## src/rtl/csb_pkg.sv

```systemverilog
package csb_pkg;
   typedef enum logic [2:0] {
      ST_IDLE  = 3'd0,
      ST_ARMED = 3'd1,
      ST_RD    = 3'd2,
      ST_WR    = 3'd3,
      ST_DONE  = 3'd4
   } csb_state_e;
endpackage

```

## src/rtl/csb_decode.sv

```systemverilog
module csb_decode (
   input  logic bus_sel_n,
   input  logic addr_top,
   output logic ram_hit,
   output logic aux_hit
);
   always_comb begin
      ram_hit = !bus_sel_n && !addr_top;
      aux_hit = !bus_sel_n && addr_top;
   end
endmodule

```

## src/rtl/csb_seq.sv

```systemverilog
module csb_seq
   import csb_pkg::*;
(
   input  logic       clk,
   input  logic       rst_n,
   input  logic       ram_hit,
   input  logic       bus_sel_n,
   input  logic       bus_rd_n,
   input  logic       bus_wr_n,
   input  logic       bus_rw,
   output csb_state_e st,
   output logic       ce_n,
   output logic       oe_n,
   output logic       we_n
);
   csb_state_e nxt;

   always_comb begin
      nxt = st;
      unique case (st)
         ST_IDLE:  if (ram_hit) nxt = ST_ARMED;
         ST_ARMED: begin
            if (!ram_hit)                nxt = ST_IDLE;
            else if (!bus_rd_n && bus_rw)  nxt = ST_RD;
            else if (!bus_wr_n && !bus_rw) nxt = ST_WR;
         end
         ST_RD: begin
            if (bus_sel_n)                 nxt = ST_IDLE;
            else if (bus_rd_n && bus_wr_n) nxt = ST_DONE;
         end
         ST_WR: begin
            if (bus_sel_n)                           nxt = ST_IDLE;
            else if ((bus_rd_n && bus_wr_n) || bus_rw) nxt = ST_DONE;
         end
         ST_DONE:  if (bus_sel_n) nxt = ST_IDLE;
         default:  nxt = ST_IDLE;
      endcase
   end

   always_ff @(posedge clk or negedge rst_n) begin
      if (!rst_n) begin
         st   <= ST_IDLE;
         ce_n <= 1'b1;
         oe_n <= 1'b1;
         we_n <= 1'b1;
      end else begin
         st   <= nxt;
         ce_n <= !(nxt == ST_ARMED || nxt == ST_RD || nxt == ST_WR);
         oe_n <= (nxt != ST_RD);
         we_n <= (nxt != ST_WR);
      end
   end
endmodule

```

## src/rtl/csb_path.sv

```systemverilog
module csb_path
   import csb_pkg::*;
#(
   parameter int RAM_AW = 11,
   parameter int DATA_W = 8,
   parameter int BUS_W  = 16
) (
   input  logic              clk,
   input  logic              rst_n,
   input  csb_state_e        st,
   input  logic              ram_hit,
   input  logic              aux_hit,
   input  logic              bus_wr_n,
   input  logic              bus_rw,
   input  logic [RAM_AW-1:0] bus_addr_lo,
   input  logic [DATA_W-1:0] bus_wdata,
   input  logic [DATA_W-1:0] ram_rdata,
   output logic [RAM_AW-1:0] ram_addr,
   output logic [DATA_W-1:0] ram_wdata,
   output logic [BUS_W-1:0]  bus_rdata,
   output logic              xcvr_dir,
   output logic              xcvr_en_n,
   output logic              aux_sel_n
);
   localparam int PAD_W = BUS_W - DATA_W;

   logic [DATA_W-1:0] rdata_q;

   always_ff @(posedge clk or negedge rst_n) begin
      if (!rst_n) begin
         ram_addr  <= '0;
         ram_wdata <= '0;
         rdata_q   <= '0;
         xcvr_dir  <= 1'b0;
         xcvr_en_n <= 1'b1;
         aux_sel_n <= 1'b1;
      end else begin
         if (st == ST_IDLE && ram_hit)
            ram_addr <= bus_addr_lo;
         if (ram_hit && !bus_wr_n && !bus_rw)
            ram_wdata <= bus_wdata;
         if (st == ST_RD)
            rdata_q <= ram_rdata;
         xcvr_dir  <= bus_rw;
         xcvr_en_n <= !ram_hit;
         aux_sel_n <= !aux_hit;
      end
   end

   generate
      if (PAD_W > 0) begin : g_pad
         assign bus_rdata = {{PAD_W{1'b0}}, rdata_q};
      end else begin : g_flat
         assign bus_rdata = rdata_q;
      end
   endgenerate
endmodule

```

## src/rtl/card_sram_bridge.sv

```systemverilog
module card_sram_bridge
   import csb_pkg::*;
#(
   parameter int ADDR_W = 12,
   parameter int DATA_W = 8,
   parameter int BUS_W  = 16
) (
   input  logic              clk,
   input  logic              rst_n,
   input  logic              bus_sel_n,
   input  logic              bus_rd_n,
   input  logic              bus_wr_n,
   input  logic              bus_rw,
   input  logic [ADDR_W-1:0] bus_addr,
   input  logic [DATA_W-1:0] bus_wdata,
   output logic [BUS_W-1:0]  bus_rdata,
   output logic [ADDR_W-2:0] ram_addr,
   output logic [DATA_W-1:0] ram_wdata,
   input  logic [DATA_W-1:0] ram_rdata,
   output logic              ram_ce_n,
   output logic              ram_oe_n,
   output logic              ram_we_n,
   output logic              xcvr_dir,
   output logic              xcvr_en_n,
   output logic              aux_sel_n
);
   localparam int RAM_AW = ADDR_W - 1;

   generate
      if (ADDR_W < 2) begin : g_bad_addr
         $error("card_sram_bridge: ADDR_W must be at least 2");
      end
      if (DATA_W > BUS_W) begin : g_bad_data
         $error("card_sram_bridge: DATA_W must not exceed BUS_W");
      end
   endgenerate

   logic       ram_hit;
   logic       aux_hit;
   csb_state_e st;

   csb_decode u_dec (
      .bus_sel_n (bus_sel_n),
      .addr_top  (bus_addr[ADDR_W-1]),
      .ram_hit   (ram_hit),
      .aux_hit   (aux_hit)
   );

   csb_seq u_seq (
      .clk       (clk),
      .rst_n     (rst_n),
      .ram_hit   (ram_hit),
      .bus_sel_n (bus_sel_n),
      .bus_rd_n  (bus_rd_n),
      .bus_wr_n  (bus_wr_n),
      .bus_rw    (bus_rw),
      .st        (st),
      .ce_n      (ram_ce_n),
      .oe_n      (ram_oe_n),
      .we_n      (ram_we_n)
   );

   csb_path #(
      .RAM_AW (RAM_AW),
      .DATA_W (DATA_W),
      .BUS_W  (BUS_W)
   ) u_path (
      .clk         (clk),
      .rst_n       (rst_n),
      .st          (st),
      .ram_hit     (ram_hit),
      .aux_hit     (aux_hit),
      .bus_wr_n    (bus_wr_n),
      .bus_rw      (bus_rw),
      .bus_addr_lo (bus_addr[RAM_AW-1:0]),
      .bus_wdata   (bus_wdata),
      .ram_rdata   (ram_rdata),
      .ram_addr    (ram_addr),
      .ram_wdata   (ram_wdata),
      .bus_rdata   (bus_rdata),
      .xcvr_dir    (xcvr_dir),
      .xcvr_en_n   (xcvr_en_n),
      .aux_sel_n   (aux_sel_n)
   );
endmodule

```

## config.mk

```make
export PLATFORM = sky130hd
export DESIGN_NAME = card_sram_bridge
export DESIGN_NICKNAME = d
export VERILOG_FILES = /design/src/rtl/csb_pkg.sv /design/src/rtl/csb_decode.sv /design/src/rtl/csb_seq.sv /design/src/rtl/csb_path.sv /design/src/rtl/card_sram_bridge.sv
export SDC_FILE = /design/constraint.sdc
export NUM_CORES = 1
export LEC_CHECK = 0
export BUFFER_PORTS_ARGS = -buffer_cell sky130_fd_sc_hd__buf_2
export CORE_MARGIN = 2
export CORE_UTILIZATION = 35
export CTS_BUF_LIST = sky130_fd_sc_hd__clkbuf_2
export CTS_CLUSTER_DIAMETER = 80
export CTS_CLUSTER_SIZE = 28
export DETAILED_ROUTE_END_ITERATION = 16
export GPL_ROUTABILITY_DRIVEN = 0
export GPL_TIMING_DRIVEN = 0
export PLACE_DENSITY = 0.73
export SYNTH_ARGS = -nofsm -noshare
export SYNTH_HDL_FRONTEND = slang
export SYNTH_SLANG_ARGS = --single-unit
```

## constraint.sdc

```tcl
create_clock -name clk -period 3.4 [get_ports clk]
set_clock_uncertainty 0.1 [all_clocks]
set_input_delay 0.17 -clock clk [delete_from_list [all_inputs] [get_ports clk]]
set_output_delay 0.17 -clock clk [all_outputs]
set_load 0.02 [all_outputs]
```

==> results of run 1 <==
==> repair_timing <==
| action | in CTS | in global routing |
|---|---|---|
| hold buffers | 33 | 0 |
| endpoints found under the hold margin | 66 | 0 |
| setup endpoints to repair | 0 | 0 |
==> layer usage <==
metal	GRT usage [%]	up-vias	share of wire (%)
li1	-	554	-
met2	24.4	51	50
met1	15.3	526	41
met5	0	-	0
met3	5.19	2	8.1
met4	5.88	0	0.73
==> metrics by stage <==
stage          std cells  instance area (um2)  power (mW)  utilization [%]
2_1_floorplan        108                 1490       0.759                -
3_3_place_gp         224                 1890       0.878             46.8
3_5_place_dp         224                 1890       0.886             46.8
4_1_cts              265                 2330        1.34             57.9
5_1_grt              265                 2330        1.40             57.9
6_report             265                 2330        1.32             57.9
==> cell usage after synthesis, drive strengths merged <==
| library cell | number | area [um2] |
|---|---|---|
| and2 | 1 | 7.51 |
| nor4 | 1 | 21.3 |
| buf | 9 | 71.3 |
| o21ai | 3 | 15.0 |
| inv | 2 | 7.51 |
| or2 | 1 | 8.76 |
| nor3b | 1 | 7.51 |
| conb | 1 | 3.75 |
| dfrtp | 31 | 776 |
| dfstp | 5 | 131 |
| a31oi | 1 | 6.26 |
| a21oi | 4 | 20.0 |
| nor2b | 1 | 6.26 |
| mux2 | 27 | 304 |
| a211oi | 1 | 12.5 |
| nand2 | 3 | 11.3 |
| nor2 | 5 | 21.3 |
| nor3 | 1 | 16.3 |
| nand2b | 3 | 18.8 |
==> where the power goes <==
| group | total (mW) | switching [mW] | internal [mW] |
|---|---|---|---|
| registers | 0.549 | 0.0384 | 0.510 |
| logic | 0.355 | 0.191 | 0.163 |
| clock network | 0.413 | 0.141 | 0.272 |
==> state kept, by name, indices dropped and copies added (netlist names) <==
name              count
u_path.rdata_q        8
u_seq.ce_n            1
u_seq.we_n            1
u_path.ram_addr      11
u_path.ram_wdata      8
u_path.xcvr_en_n      1
u_seq.st              3
u_path.aux_sel_n      1
u_seq.oe_n            1
u_path.xcvr_dir       1
==> final timing paths <==
check | slack [ns] | end | cells past startpoint
max in group asynchronous | 2.41 | u_path.ram_addr[4]$_DFFE_PN0P_ | 2
max | 1.66 | u_path.ram_addr[2]$_DFFE_PN0P_ | 4
min in group asynchronous | 0.31 | u_path.ram_addr[5]$_DFFE_PN0P_ | 2
min | 0.06 | u_seq.st[1]$_DFF_PN0_ | 4
max reg2reg | 1.66 | u_path.ram_addr[2]$_DFFE_PN0P_ | 4
min reg2reg | 0.42 | u_path.ram_addr[8]$_DFFE_PN0P_ | 1
==> cell type report <==
cell class                      instances  area share [%]
Clock inverter                          3            3.86
Multi-Input combinational cell         61            21.7
Clock buffer                            5            1.07
Sequential cell                        36            38.9
Buffer                                  9            3.06
Inverter                                2           0.322
Timing Repair Buffer                   99            28.3
Tap cell                               50            2.68
==> kinds of logic after synthesis <==
logic type | Yosys count
AND/OR/NAND/NOR | 17
buffers and inverters | 11
flip-flops | 36
multiplexers | 27
AO/OA/AOI/OAI | 9
other | 1
==> critical path: stages, from the launching register on <==
cell	delay, ns
dfrtp_1	0.48
nor4_4	0.36
and2_2	0.22
buf_6	0.14
mux2_2	0.34
==> results.md, run 1 <==
- Antenna violations before repair: 0
- First-pass GRT wire length: 4.71 mm
- # IOs: 75
- Worst hold path class: input pin to flop
- CP Data Required Time: 3.57 ns
- Die X: 68.7 um
- Vias per cell: 4.28
- Fmax: 575 MHz
- Synthesis warning total: 0
- Synth Area in Adders: 0%
- Root Driver: clkbuf_2
- Max Slew Vio Count: 0
- Sum Neg Setup Slack: 0 ns
- Maximum VDD drop: 0.304 mV
- Post-CTS resize count: 0
- Synth Area in Compound Gates: 3.67%
- Leak: 1.13 nW
- RSZ-0062 raised after global routing: false
- Setup bufs post-CTS: 0
- DRC: 0
- Syn_area_per_cell: 14.5 um2
- Reg2reg start: u_seq.st[1]$_DFF_PN0_
- Simple-Gate Fraction of Synth Area: 8.11%
- Synth Instances: 101
- Initial Util: 36.4%
- Port Buffers: 66
- Critical path launch point: u_seq.st[1]$_DFF_PN0_
- Status: complete, no violations
- Multiplexer share of the synthesized area: 20.7%
- CTS tree: done
- Synthesized area: 1470 um2
- Max-slew headroom: 48.3%
- Die Span Y: 68.7 um
- CP Max Fanout: 10
- Post-route ant nets: 0
- CTS sink cnt: 36
- Hold violation count in the final report: 0
- Vias in the first global route: 1076
- CP Class: flop to flop
- Xor and xnor area share after synthesis: 0%
- Count of state elements after synthesis: 36
- Layout cell share with drive strength beyond 1: 55.8%
- Largest family of logic cells by synthesized area: multiplexers
- Area of the multi-input gates: 507 um2
- Final WS setup: 1.66 ns
- Pre-CTS WS: 1.66 ns
- Commonest non-fill, non-tap cell in the layout: buf_2
- Most frequent cells in the layout: 66 x buf_2, 33 x dlygate4sd3_1, 31 x dfrtp_1
- Gr usage total: 14.0%
- Final Cycle Share: 51.1%
- Die area: 4720 um2
- Max Cap Violations: 0
- Final WL: 3.14 mm
- Drt pass-1 iters: 4
- Via count: 1133
- Clk slew on worst S/H paths: 0.18 ns
- Pin count of the biggest net entering global routing: 37
- DRT iter0 DRCs: 32
- Hold path startpoint: bus_rd_n
- Power per cell area: 565 nW/um2
- FP Rows: 23
- Area grow syn2layout: 59.0%
- Synth cell types: 22
- Clock Path Buffers: 2
- Pin slew with the least headroom to its limit: 0.775 ns
- Startpoint types: flop
- Ant. Diodes: 0
- DP HPWL: 2.05 mm
- Clk Latency, worst-skew pair: 0.36 ns
- Minimum clock period: 1.74 ns
- Core ar.: 4030 um2
- Sequential share of the synthesized area: 61.9%
- GRT overflow: 0
- H-Tree Depth: 2
- Filler cells: 316
- Final setup fails: 0
- CP Capture Type: flop
- Clock buffer count from CTS: 5
- Per-cell routed wire length: 11.9 um
- Worst Path Arrival: 1.91 ns
- Register area: 907 um2
- Final nets: 248
- Min Hold Slack: 0.0568 ns
(Power assumes the default switching activity.)
==> run 2, diff against run 1 <==
Settings changed: ABC_AREA set to 1.
Clock period 3.4 ns to 1.7 ns, I/O delays scaled along.
==> results.md, run 2 <==
- Synth Instances: 172 (+70%)
- Flop pwr share: 49.7% (+8.0 points)
- GRT overflow: 0 (unchanged)
- Pin count of the biggest net entering global routing: 37 (unchanged)
- Drt pass-1 iters: 4 (unchanged)
- Largest register FFs: 11 (unchanged)
- Post-route cell area: 2330 um2 (+0.16%)
- Min Hold Slack: 0.0292 ns (-0.0276 ns)
- Sequential share of the synthesized area: 59.4% (-2.4 points)
- CTS tree: done
- Ant. Diodes: 0 (unchanged)
- CP Capture Type: flop
- CP Data Required Time: 1.91 ns (-1.66 ns)
- Commonest non-fill, non-tap cell in the layout: nand2_1
- Worst hold path class: input pin to flop
- Vias in the first global route: 1400 (+30%)
- Startpoint types: input pin
- Combinational Power Share: 33.8% (+6.9 points)
- Max incr delay on CP: 0.55 ns (+0.07 ns)
- Placed Area: 1950 um2 (+3.3%)
- Minimum clock period: 1.62 ns
- Die Span Y: 70.0 um (+1.9%)
- Gr usage total: 15.5% (+1.5 points)
- Synthesized area: 1530 um2 (+4.1%)
- DP Cell Count: 297 (+33%)
- Synth cell count leaders: 72 x nand2_1, 31 x dfrtp_1, 14 x inv_1
- Final nets: 320 (+29%)
- DRC: 0 (unchanged)
- Status: complete, no violations
- Biggest regs: u_path.ram_addr (11), u_path.ram_wdata (8), u_path.rdata_q (8)
- CP max-delay cell: dlygate4sd3_1
- Worst Path Arrival: 1.83 ns (-0.08 ns)
- Sw Pwr: 818 uW (+120%)
- Area grow syn2layout: 53.0%
- Per-cell routed wire length: 10.8 um (-8.9%)
- RSZ-0062 raised after global routing: false
- Maximum VDD drop: 0.397 mV (+31%)
- Port Buffers: 66 (unchanged)
- Clk slew on worst S/H paths: 0.17 ns (about the same)
- Power per cell area: 969 nW/um2 (+71%)
- Synthesis warning total: 0 (unchanged)
- Syn_area_per_cell: 8.87 um2 (-39%)
- Count of state elements after synthesis: 36 (unchanged)
- Switching Fraction: 36.2% (+8.0 points)
- Most frequent cells in the layout: 72 x nand2_1, 67 x buf_2, 34 x dlygate4sd3_1
- CP Class: input pin to flop
- Setup bufs post-CTS: 0 (unchanged)
- Antenna violations before repair: 0 (unchanged)
- Clock buffer count from CTS: 5 (unchanged)
- Max-slew headroom: 47.8% (-0.53 points)
- Post-route ant nets: 0 (unchanged)
- Synth async-reset ratio: 100% (unchanged)
- Dominant cells by area after synthesis: dfrtp_1 51%, nand2_1 18%, dfstp_2 8.6%, buf_4 4.4%, nand3_1 4.3%
- Max Cap Violations: 0 (unchanged)
- # IOs: 75 (unchanged)
- Clk Latency, worst-skew pair: 0.37 ns (about the same)
- CP Cell Sequence: dlygate4sd3_1, buf_2, nand2_1, dlygate4sd3_1, nand2_1, or2_4, nand2_4, nand3_1
- H-Tree Depth: 2 (unchanged)
- Fmax: 619 MHz
- Synth Flop Type: dfrtp_1
- Via count: 1427 (+26%)
- Number of flops mapped to enable cells by yosys: 0 (unchanged)
- Core ar.: 4260 um2 (+5.8%)
- DP HPWL: 2.32 mm (+13%)
- Count leader, synth: nand2_1
- Hold violation count in the final report: 0 (unchanged)
- Layout cell share with drive strength beyond 1: 35.5% (-20 points)
- Cell internal pwr: 1.44 mW (+53%)
- Synth top area share: 50.8% (-2.1 points)
- Initial Util: 35.8% (-0.60 points)
- Final setup fails: 0 (unchanged)
- Final WL: 3.67 mm (+17%)
- Synth cell types: 17 (-23%)
- Vias per cell: 4.21 (-1.5%)
- Leak: 1.30 nW (+15%)
- DRT iter0 DRCs: 43 (+34%)
- CTS sink cnt: 36 (unchanged)
- Clock Path Buffers: 2 (unchanged)
- Largest Register: u_path.ram_addr
- Root Driver: clkbuf_2
- Final std cells w/o fill: 339 (+28%)
- Die X: 70.0 um (+1.9%)
- Sum Neg Setup Slack: 0 ns (unchanged)
- First-pass GRT wire length: 5.95 mm (+26%)
- Area leader, netlist: dfrtp_1
- Pin slew with the least headroom to its limit: 0.783 ns (+0.00794 ns)
- Die area: 4910 um2 (+3.8%)
- Clock power frac: 16.5% (-15 points)
- Max Slew Vio Count: 0 (unchanged)
- CP Max Fanout: 4 (-6)
- Final Power: 2.26 mW (+72%)
- Final Cycle Share: 95.1%
- FP Rows: 24 (+4.3%)
==> run 2: path summary, 6_finish.rpt <==
kind,from,to,slack (ns),depth (start not counted)
max,bus_rd_n,u_seq.oe_n$_DFF_PN1_,0.08,8
min,bus_wr_n,u_path.ram_wdata[0]$_DFFE_PN0P_,0.03,5
max reg2reg,u_seq.st[0]$_DFF_PN0_,u_path.ram_addr[7]$_DFFE_PN0P_,0.32,7
min reg2reg,u_path.ram_addr[9]$_DFFE_PN0P_,u_path.ram_addr[9]$_DFFE_PN0P_,0.38,2
max in group asynchronous,rst_n,u_path.ram_addr[3]$_DFFE_PN0P_,0.79,2
min in group asynchronous,rst_n,u_path.rdata_q[7]$_DFFE_PN0P_,0.21,2
==> run 2: cells by family (layout without fill, tap and decap cells) <==
family / Yosys count / count (layout) / synth area share, %
compound gates: 9 / 9 / 2.95
buf+inv: 29 / 137 / 10.4
flops: 36 / 36 / 59.4
other cells: 1 / 8 / 0.246
simple gates: 97 / 97 / 27.0
==> run 2: routing by layer <==
| layer | global-route usage, % | vias up | part of all wire, % | wire length (um) |
|---|---|---|---|---|
| met1 | 17.0 | 639 | 41 | 1500 |
| met3 | 4.91 | 5 | 5.4 | 199 |
| met5 | 0 | - | 0 | 0 |
| met4 | 4.49 | 0 | 1.2 | 44 |
| li1 | - | 733 | - | - |
| met2 | 28.6 | 50 | 52 | 1920 |
==> run 2: through the flow <==
stage,util [%],worst slack (ns)
floorplan,-,0.466
global placement,45.7,0.339
detailed placement,45.7,0.340
CTS,54.6,0.0248
global route,54.8,0.0571
finish,54.8,0.0835
==> run 2: final cells by class <==
| type | instances | area, um2 |
|---|---|---|
| clock inverters | 1 | 3.75 |
| fillers | 417 | 1930 |
| inverters | 17 | 63.8 |
| flip-flops and latches | 36 | 907 |
| repair buffers | 100 | 671 |
| well taps | 52 | 65.1 |
| clock buffers | 7 | 35.0 |
| multi-input cells | 114 | 494 |
| plain buffers | 12 | 95.1 |
==> run 2: repair_timing <==
action                     in CTS  in global routing
setup endpoints to repair       0                  1
hold buffers                   34                  0
resized for setup               0                  2
hold endpoints to repair       63                  0
==> run 2: critical path, delay by kind of cell <==
kind / cells / cell delay (ns)
buffers and inverters: 3 / 1.20
AND/OR/NAND/NOR: 5 / 0.55
==> run 2: power groups by stage <==
stage	Sequential, mW	Clock, mW	Combinational [mW]
finish	1.12	0.372	0.764
global route	1.15	0.440	0.836
CTS	1.13	0.405	0.771
detailed placement	1.14	0	0.711
global placement	1.14	0	0.699
floorplan	1.37	0	0.204
